File: src/rtl/home_dir_pkg.sv
package home_dir_pkg;
  typedef enum logic [1:0] {DS_INV = 2'd0, DS_SHR = 2'd1, DS_EXC = 2'd2} dir_state_e;
  typedef enum logic [1:0] {RQ_RD = 2'd0, RQ_WR = 2'd1, RQ_REPL = 2'd2, RQ_ACK = 2'd3} req_kind_e;
  typedef enum logic [2:0] {
    RS_NACK = 3'd0, RS_GNT_SH = 3'd1, RS_GNT_EX = 3'd2,
    RS_FWD_RD = 3'd3, RS_NEW_MST = 3'd4, RS_REPL_FWD = 3'd5
  } rsp_kind_e;
  typedef enum logic {TX_INVAL = 1'b0, TX_MOVE = 1'b1} tx_kind_e;
endpackage

File: src/rtl/home_dir_store.sv
module home_dir_store #(
  parameter int NODES  = 4,
  parameter int BLOCKS = 16,
  localparam int NW = $clog2(NODES),
  localparam int BW = $clog2(BLOCKS)
) (
  input  logic             clk_i,
  input  logic             rst_ni,
  input  logic [BW-1:0]    rd_blk_i,
  output logic [NODES-1:0] rd_pres_o,
  output logic [1:0]       rd_state_o,
  output logic [NW-1:0]    rd_mst_o,
  input  logic             wr_en_i,
  input  logic [BW-1:0]    wr_blk_i,
  input  logic [NODES-1:0] wr_pres_i,
  input  logic [1:0]       wr_state_i,
  input  logic [NW-1:0]    wr_mst_i
);
  logic [NODES-1:0] pres_q  [BLOCKS];
  logic [1:0]       state_q [BLOCKS];
  logic [NW-1:0]    mst_q   [BLOCKS];

  always_ff @(posedge clk_i or negedge rst_ni) begin
    if (!rst_ni) begin
      for (int b = 0; b < BLOCKS; b++) begin
        pres_q[b]  <= '0;
        state_q[b] <= '0;
        mst_q[b]   <= '0;
      end
    end else if (wr_en_i) begin
      pres_q[wr_blk_i]  <= wr_pres_i;
      state_q[wr_blk_i] <= wr_state_i;
      mst_q[wr_blk_i]   <= wr_mst_i;
    end
  end

  assign rd_pres_o  = pres_q[rd_blk_i];
  assign rd_state_o = state_q[rd_blk_i];
  assign rd_mst_o   = mst_q[rd_blk_i];
endmodule

File: src/rtl/home_dir_bitops.sv
module home_dir_bitops #(
  parameter int NODES = 4,
  localparam int NW = $clog2(NODES)
) (
  input  logic [NODES-1:0] mask_i,
  output logic             any_o,
  output logic [NW-1:0]    low_o,
  output logic [NW:0]      pop_o
);
  always_comb begin
    any_o = 1'b0;
    low_o = '0;
    pop_o = '0;
    for (int i = NODES - 1; i >= 0; i--) begin
      if (mask_i[i]) begin
        any_o = 1'b1;
        low_o = NW'(i);
      end
      pop_o = pop_o + (NW + 1)'(mask_i[i]);
    end
  end
endmodule

File: src/rtl/home_dir_ctrl.sv
module home_dir_ctrl
  import home_dir_pkg::*;
#(
  parameter int NODES  = 4,
  parameter int BLOCKS = 16,
  localparam int NW = $clog2(NODES),
  localparam int BW = $clog2(BLOCKS)
) (
  input  logic             clk_i,
  input  logic             rst_ni,
  input  logic             req_valid_i,
  input  logic [1:0]       req_type_i,
  input  logic [NW-1:0]    req_src_i,
  input  logic [BW-1:0]    req_blk_i,
  input  logic [NW-1:0]    req_aux_i,
  output logic             rsp_valid_o,
  output logic [2:0]       rsp_type_o,
  output logic [NW-1:0]    rsp_dst_o,
  output logic [NW-1:0]    rsp_org_o,
  output logic [BW-1:0]    rsp_blk_o,
  output logic             inv_valid_o,
  output logic [NODES-1:0] inv_mask_o,
  output logic [BW-1:0]    inv_blk_o
);
  logic [NODES-1:0] cur_pres, wr_pres, others, src_bit;
  logic [1:0]       cur_st_raw;
  dir_state_e       cur_st, wr_st;
  logic [NW-1:0]    cur_mst, wr_mst, oth_low;
  logic [NW:0]      oth_pop;
  logic             oth_any, wr_en, blk_hold, is_master;
  req_kind_e        kind;

  // single transaction context
  logic          busy_q, busy_d;
  tx_kind_e      tx_q, tx_d;
  logic [BW-1:0] pblk_q, pblk_d;
  logic [NW-1:0] pnode_q, pnode_d;
  logic [NW:0]   cnt_q, cnt_d;

  logic             rv_d, iv_d;
  rsp_kind_e        rt_d;
  logic [NW-1:0]    rdst_d, rorg_d;
  logic [NODES-1:0] im_d;

  home_dir_store #(.NODES(NODES), .BLOCKS(BLOCKS)) u_store (
    .clk_i, .rst_ni,
    .rd_blk_i(req_blk_i), .rd_pres_o(cur_pres), .rd_state_o(cur_st_raw), .rd_mst_o(cur_mst),
    .wr_en_i(wr_en), .wr_blk_i(req_blk_i), .wr_pres_i(wr_pres),
    .wr_state_i(wr_st), .wr_mst_i(wr_mst)
  );

  home_dir_bitops #(.NODES(NODES)) u_bits (
    .mask_i(others), .any_o(oth_any), .low_o(oth_low), .pop_o(oth_pop)
  );

  assign cur_st    = dir_state_e'(cur_st_raw);
  assign kind      = req_kind_e'(req_type_i);
  assign src_bit   = NODES'(1) << req_src_i;
  assign others    = cur_pres & ~src_bit;
  assign blk_hold  = busy_q && (pblk_q == req_blk_i);
  assign is_master = (cur_st != DS_INV) && (cur_mst == req_src_i);

  always_comb begin
    wr_en = 1'b0; wr_pres = cur_pres; wr_st = cur_st; wr_mst = cur_mst;
    rv_d = 1'b0; rt_d = RS_NACK; rdst_d = req_src_i; rorg_d = req_src_i;
    iv_d = 1'b0; im_d = '0;
    busy_d = busy_q; tx_d = tx_q; pblk_d = pblk_q; pnode_d = pnode_q; cnt_d = cnt_q;
    if (req_valid_i) begin
      unique case (kind)
        RQ_RD: begin
          if (blk_hold) rv_d = 1'b1;
          else begin
            wr_en = 1'b1; wr_st = DS_SHR; wr_mst = req_src_i; rv_d = 1'b1;
            if (cur_st == DS_INV) begin
              wr_pres = src_bit; rt_d = RS_GNT_SH;
            end else begin
              wr_pres = cur_pres | src_bit; rt_d = RS_FWD_RD; rdst_d = cur_mst;
            end
          end
        end
        RQ_WR: begin
          if (blk_hold) rv_d = 1'b1;
          else if (!oth_any) begin
            wr_en = 1'b1; wr_st = DS_EXC; wr_mst = req_src_i; wr_pres = src_bit;
            rv_d = 1'b1; rt_d = RS_GNT_EX;
          end else if (busy_q) rv_d = 1'b1;
          else begin
            iv_d = 1'b1; im_d = others;
            busy_d = 1'b1; tx_d = TX_INVAL; pblk_d = req_blk_i; pnode_d = req_src_i; cnt_d = oth_pop;
          end
        end
        RQ_REPL: begin
          if (blk_hold) rv_d = 1'b1;
          else if (!is_master) begin
            wr_en = 1'b1; wr_pres = others;
          end else if (busy_q) rv_d = 1'b1;
          else begin
            wr_en = 1'b1; wr_st = DS_SHR; rv_d = 1'b1;
            busy_d = 1'b1; tx_d = TX_MOVE; pblk_d = req_blk_i;
            if (oth_any) begin
              wr_pres = others; wr_mst = oth_low; rt_d = RS_NEW_MST; rdst_d = oth_low;
              pnode_d = oth_low;
            end else begin
              wr_pres = NODES'(1) << req_aux_i; wr_mst = req_aux_i;
              rt_d = RS_REPL_FWD; rdst_d = req_aux_i; pnode_d = req_aux_i;
            end
          end
        end
        default: begin // acknowledgement
          if (blk_hold) begin
            if (tx_q == TX_MOVE) begin
              if (req_src_i == pnode_q) busy_d = 1'b0;
            end else if (cnt_q == (NW + 1)'(1)) begin
              wr_en = 1'b1; wr_st = DS_EXC; wr_mst = pnode_q; wr_pres = NODES'(1) << pnode_q;
              rv_d = 1'b1; rt_d = RS_GNT_EX; rdst_d = pnode_q; rorg_d = pnode_q;
              busy_d = 1'b0;
            end else cnt_d = cnt_q - 1'b1;
          end
        end
      endcase
    end
  end

  always_ff @(posedge clk_i or negedge rst_ni) begin
    if (!rst_ni) begin
      busy_q <= 1'b0; tx_q <= TX_INVAL; pblk_q <= '0; pnode_q <= '0; cnt_q <= '0;
      rsp_valid_o <= 1'b0; rsp_type_o <= '0; rsp_dst_o <= '0; rsp_org_o <= '0; rsp_blk_o <= '0;
      inv_valid_o <= 1'b0; inv_mask_o <= '0; inv_blk_o <= '0;
    end else begin
      busy_q <= busy_d; tx_q <= tx_d; pblk_q <= pblk_d; pnode_q <= pnode_d; cnt_q <= cnt_d;
      rsp_valid_o <= rv_d; rsp_type_o <= rt_d; rsp_dst_o <= rdst_d; rsp_org_o <= rorg_d;
      rsp_blk_o <= req_blk_i;
      inv_valid_o <= iv_d; inv_mask_o <= im_d; inv_blk_o <= req_blk_i;
    end
  end
endmodule

File: config.mk
export PLATFORM = sky130hd
export DESIGN_NAME = home_dir_ctrl
export DESIGN_NICKNAME = d
export VERILOG_FILES = /design/src/rtl/home_dir_pkg.sv /design/src/rtl/home_dir_store.sv /design/src/rtl/home_dir_bitops.sv /design/src/rtl/home_dir_ctrl.sv
export SDC_FILE = /design/constraint.sdc
export NUM_CORES = 1
export LEC_CHECK = 0
export ABC_AREA = 1
export BUFFER_PORTS_ARGS = -buffer_cell sky130_fd_sc_hd__buf_2
export CAP_MARGIN = 10
export CORE_MARGIN = 4
export CORE_UTILIZATION = 40
export DETAILED_ROUTE_END_ITERATION = 12
export GPL_ROUTABILITY_DRIVEN = 0
export SETUP_SLACK_MARGIN = 0.2
export SLEW_MARGIN = 15
export SYNTH_ARGS = -nofsm -noshare
export SYNTH_HDL_FRONTEND = slang
export SYNTH_HIERARCHICAL = 1
export SYNTH_SLANG_ARGS = --single-unit
File: constraint.sdc
create_clock -name clk_i -period 5.6 [get_ports clk_i]
set_input_delay 0.56 -clock clk_i [delete_from_list [all_inputs] [get_ports clk_i]]
set_output_delay 0.56 -clock clk_i [all_outputs]
set_load 0.02 [all_outputs]
==> parameters.txt <==
Parameter                              Value

STA
  Post-layout min period    4.23 ns
  Worst Clk Skew    0.0116 ns
  Tightest slew margin relative to the limit    0.364
  Highest clock rate    0.236 GHz
  Share of the clock period used by the worst path    0.756
  Final slew viol count    0
  Minimum hold slack    0.262 ns
  Slew at the pin closest to its max-slew limit    0.954 ns
  RSZ-0062 raised after global routing    false
  Hold Violations, Final    0
  Count of endpoints failing setup in the final report    0
  Accumulated negative setup slack    0 ns

Clock tree
  Clock tree buffer depth    2
  CTS Hold Bufs    0
  Maximum level of the CTS H-tree    4
  Resize count post-CTS    0
  CTS tree    done
  Worst-skew pair later-pin latency    roughly 0.43 ns
  # clock sinks    156
  Root buf cell    sky130_fd_sc_hd__clkbuf_16
  Setup fix buffers added after clock tree synthesis    0
  Reg clk slew, reported paths    0.06 ns
  Inserted Clock Buffers    17

GRT
  Number of global-route vias before repair    7284
  Number of antenna violations at the first check in global routing    0
  Total track usage    0.204
  Global-route wire length before repair    39600 um
  Maximum number of pins on one net before global-route repair    104
  Remaining Overflow, GRT    0

Setup path
  Critical Path Sink Type    flop
  Worst setup startpoint    req_blk_i[0]
  Startpoint Class    primary input
  CP max FO    30
  End of the worst register-to-register path    u_store/pres_q[39]
  R2R cell count    17
  Reg-to-reg startpoint    u_store/pres_q[2]
  Setup crit end    u_store/pres_q[39]
  Worst setup slack for register-to-register paths    roughly 1.8 ns
  Crit path arrival time    4.56 ns
  Critical setup path kind    primary input to flop
  Required time at the endpoint of the critical path    5.93 ns

Floorplanning
  Die Width    156 um
  Core area    21800 um2
  Initial core utilization    0.405
  Chip Height    around 160 um
  Number of rows in the core area    54
  Area of the die    approximately 24000 um2
  IO Count    34

Final layout
  Proportion of layout cells with a drive suffix above 1    0.0929
  Commonest cells after routing, fill and taps aside    435 x sky130_fd_sc_hd__nand2_1, 172 x sky130_fd_sc_hd__inv_1, 156 x sky130_fd_sc_hd__dfrtp_1
  Commonest non-fill, non-tap cell in the layout    sky130_fd_sc_hd__nand2_1
  Layout fillers    roughly 2300
  Number of nets in the final layout    roughly 1200
  Final design instance area without fill    just under 10000 um2
  # diodes    0
  Area growth from synthesis to layout    9.67%

Drt
  DRT Wirelength    roughly 24000 um
  Routed length per placed instance    15.7 um
  Antenna-violating nets left    0
  DRC violation count after routing    0
  Total via count in the routed design    7694
  Initial DRC count    644
  Number of vias per cell after detailed routing    5.07
  First-pass DRT Iterations    5

Synth
  Number of enable flip-flop cells after synthesis    0
  Number of unique standard cell types used by synthesis    39
  Number of synthesis warnings    6
  Synth Net Count    1251
  Register area share after synthesis    0.443
  Area of the mapped netlist    slightly below 9000 um2
  Mean Syn Cell Area    7.17 um2
  Most used flip-flop cell after synthesis    sky130_fd_sc_hd__dfrtp_1
  Number of synthesized register bits    156
  Gate count of the mapped netlist    between 1000 and 1500
  Async S/R FF share, synth    1.00

Power
  Leakage power total    4.89 nW
  Power density relative to cell area    384 nW/um2
  Peak ir drop on the vdd network    0.201 mV

Outcome
  Status    finished, final reports clean

Flow run
  Total of max-cap violations    0

Placement
  Placement-stage cell area    9030 um2
  Dpl hpwl    16500 um
  IO Port Bufs    33

Hold path
  Min-delay worst type    primary input to asynchronous set/reset pin
==> area by class of cell <==
cell class | instances | area [um2] | area share
Clock buffer | 20 | 437 | 0.0452
Clock inverter | 10 | 191 | 0.0198
Inverter | 179 | 672 | 0.0696
Multi-Input combinational cell | 829 | 3840 | 0.397
Sequential cell | 156 | 3900 | 0.404
Tap cell | 280 | 350 | 0.0363
Timing Repair Buffer | 44 | 267 | 0.0276
==> per-stage QoR <==
step	total power, mW	setup slack, ns	util	instances
6_report	3.71	1.37	0.444	1518
5_1_grt	3.97	1.05	0.444	1518
4_1_cts	3.74	1.43	0.444	1518
3_5_place_dp	2.48	0.992	0.415	1488
3_3_place_gp	2.46	1.14	0.415	1488
2_1_floorplan	2.20	2.21	-	1229
==> flip-flops by register name (all words and copies together), names as in the netlist, 3 cells and up <==
name and cells:
u_store/pres_q 64, u_store/mst_q 32, u_store/state_q 32, inv_blk_o 4
inv_mask_o 4, pblk_q 4, cnt_q 3, rsp_type_o 3
==> metal layers <==
metal	routed length [um]	GRT usage	share of wire	up-vias
met1	11000	0.288	0.46	3545
met2	10800	0.319	0.45	275
li1	-	-	-	3836
met4	467	0.0595	0.020	0
met3	1620	0.0409	0.068	38
met5	0	0	0	-
==> where the power goes <==
group	internal [mW]	switching, mW
registers	1.40	0.142
clock network	0.789	0.464
logic	0.304	0.617
==> how the worst min path moves through the flow <==
stage	startpoint	to	slack (ns)	cells after the start
floorplan	rst_ni	busy_q	0.26	0
global placement	u_store/pres_q[42]	u_store/pres_q[42]	0.47	2
detailed placement	u_store/state_q[19]	u_store/state_q[19]	0.47	2
CTS	rst_ni	u_store/state_q[12]	0.31	1
global route	rst_ni	u_store/state_q[10]	0.34	1
finish	rst_ni	u_store/state_q[10]	0.26	1
==> cells in the mapped netlist (2+ instances only) <==
| library cell | count | share of area |
|---|---|---|
| sky130_fd_sc_hd__nand2_1 | 435 | 0.19 |
| sky130_fd_sc_hd__inv_1 | 172 | 0.073 |
| sky130_fd_sc_hd__dfrtp_1 | 156 | 0.44 |
| sky130_fd_sc_hd__o21ai_0 | 147 | 0.084 |
| sky130_fd_sc_hd__nand3_1 | 131 | 0.074 |
| sky130_fd_sc_hd__clkbuf_1 | 25 | 0.011 |
| sky130_fd_sc_hd__nor2_1 | 23 | 0.0098 |
| sky130_fd_sc_hd__a21oi_1 | 15 | 0.0085 |
| sky130_fd_sc_hd__buf_2 | 14 | 0.0080 |
| sky130_fd_sc_hd__o21ai_1 | 13 | 0.0074 |
| sky130_fd_sc_hd__buf_6 | 12 | 0.015 |
| sky130_fd_sc_hd__buf_4 | 11 | 0.0094 |
| sky130_fd_sc_hd__nand2_2 | 10 | 0.0071 |
| sky130_fd_sc_hd__ha_1 | 8 | 0.011 |
| sky130_fd_sc_hd__nor2_4 | 7 | 0.0089 |
| sky130_fd_sc_hd__inv_2 | 6 | 0.0026 |
| sky130_fd_sc_hd__nand3_2 | 6 | 0.0068 |
| sky130_fd_sc_hd__nand4_1 | 4 | 0.0028 |
| sky130_fd_sc_hd__buf_1 | 3 | 0.0013 |
| sky130_fd_sc_hd__nor3_1 | 3 | 0.0017 |
| sky130_fd_sc_hd__nor3_2 | 3 | 0.0034 |
| sky130_fd_sc_hd__o211ai_1 | 3 | 0.0026 |
| sky130_fd_sc_hd__a21oi_2 | 2 | 0.0020 |
| sky130_fd_sc_hd__mux2_2 | 2 | 0.0026 |
| sky130_fd_sc_hd__nand2_4 | 2 | 0.0026 |
| sky130_fd_sc_hd__nor2_2 | 2 | 0.0014 |
| sky130_fd_sc_hd__or2_2 | 2 | 0.0014 |
==> critical path, cell delays in order <==
cell and delay [ns]:
sky130_fd_sc_hd__buf_2 0.24, sky130_fd_sc_hd__inv_1 0.12, sky130_fd_sc_hd__buf_4 0.33, sky130_fd_sc_hd__nand2_1 0.09, sky130_fd_sc_hd__nand3_1 0.08, sky130_fd_sc_hd__nand3_1 0.15, sky130_fd_sc_hd__nand3_1 0.14, sky130_fd_sc_hd__nand2_1 0.15
sky130_fd_sc_hd__nand2_1 0.18, sky130_fd_sc_hd__inv_1 0.10, sky130_fd_sc_hd__nor2_1 0.16, sky130_fd_sc_hd__nand3_1 0.18, sky130_fd_sc_hd__nor2_1 0.30, sky130_fd_sc_hd__nand2_1 0.15, sky130_fd_sc_hd__a41oi_1 0.53, sky130_fd_sc_hd__inv_2 0.12
sky130_fd_sc_hd__nor3_4 0.24, sky130_fd_sc_hd__nand2_1 0.39, sky130_fd_sc_hd__o21ai_0 0.31
==> logic make-up after synthesis <==
logic type      count (synthesis)  synth area share
buf+inv                       244             0.121
compound gates                187             0.110
fa+ha+maj                       9            0.0136
simple gates                  629             0.308
mux                             2           0.00256
xor+xnor                        2           0.00199
flops                         156             0.443
Power figures use the tool's default switching activity.
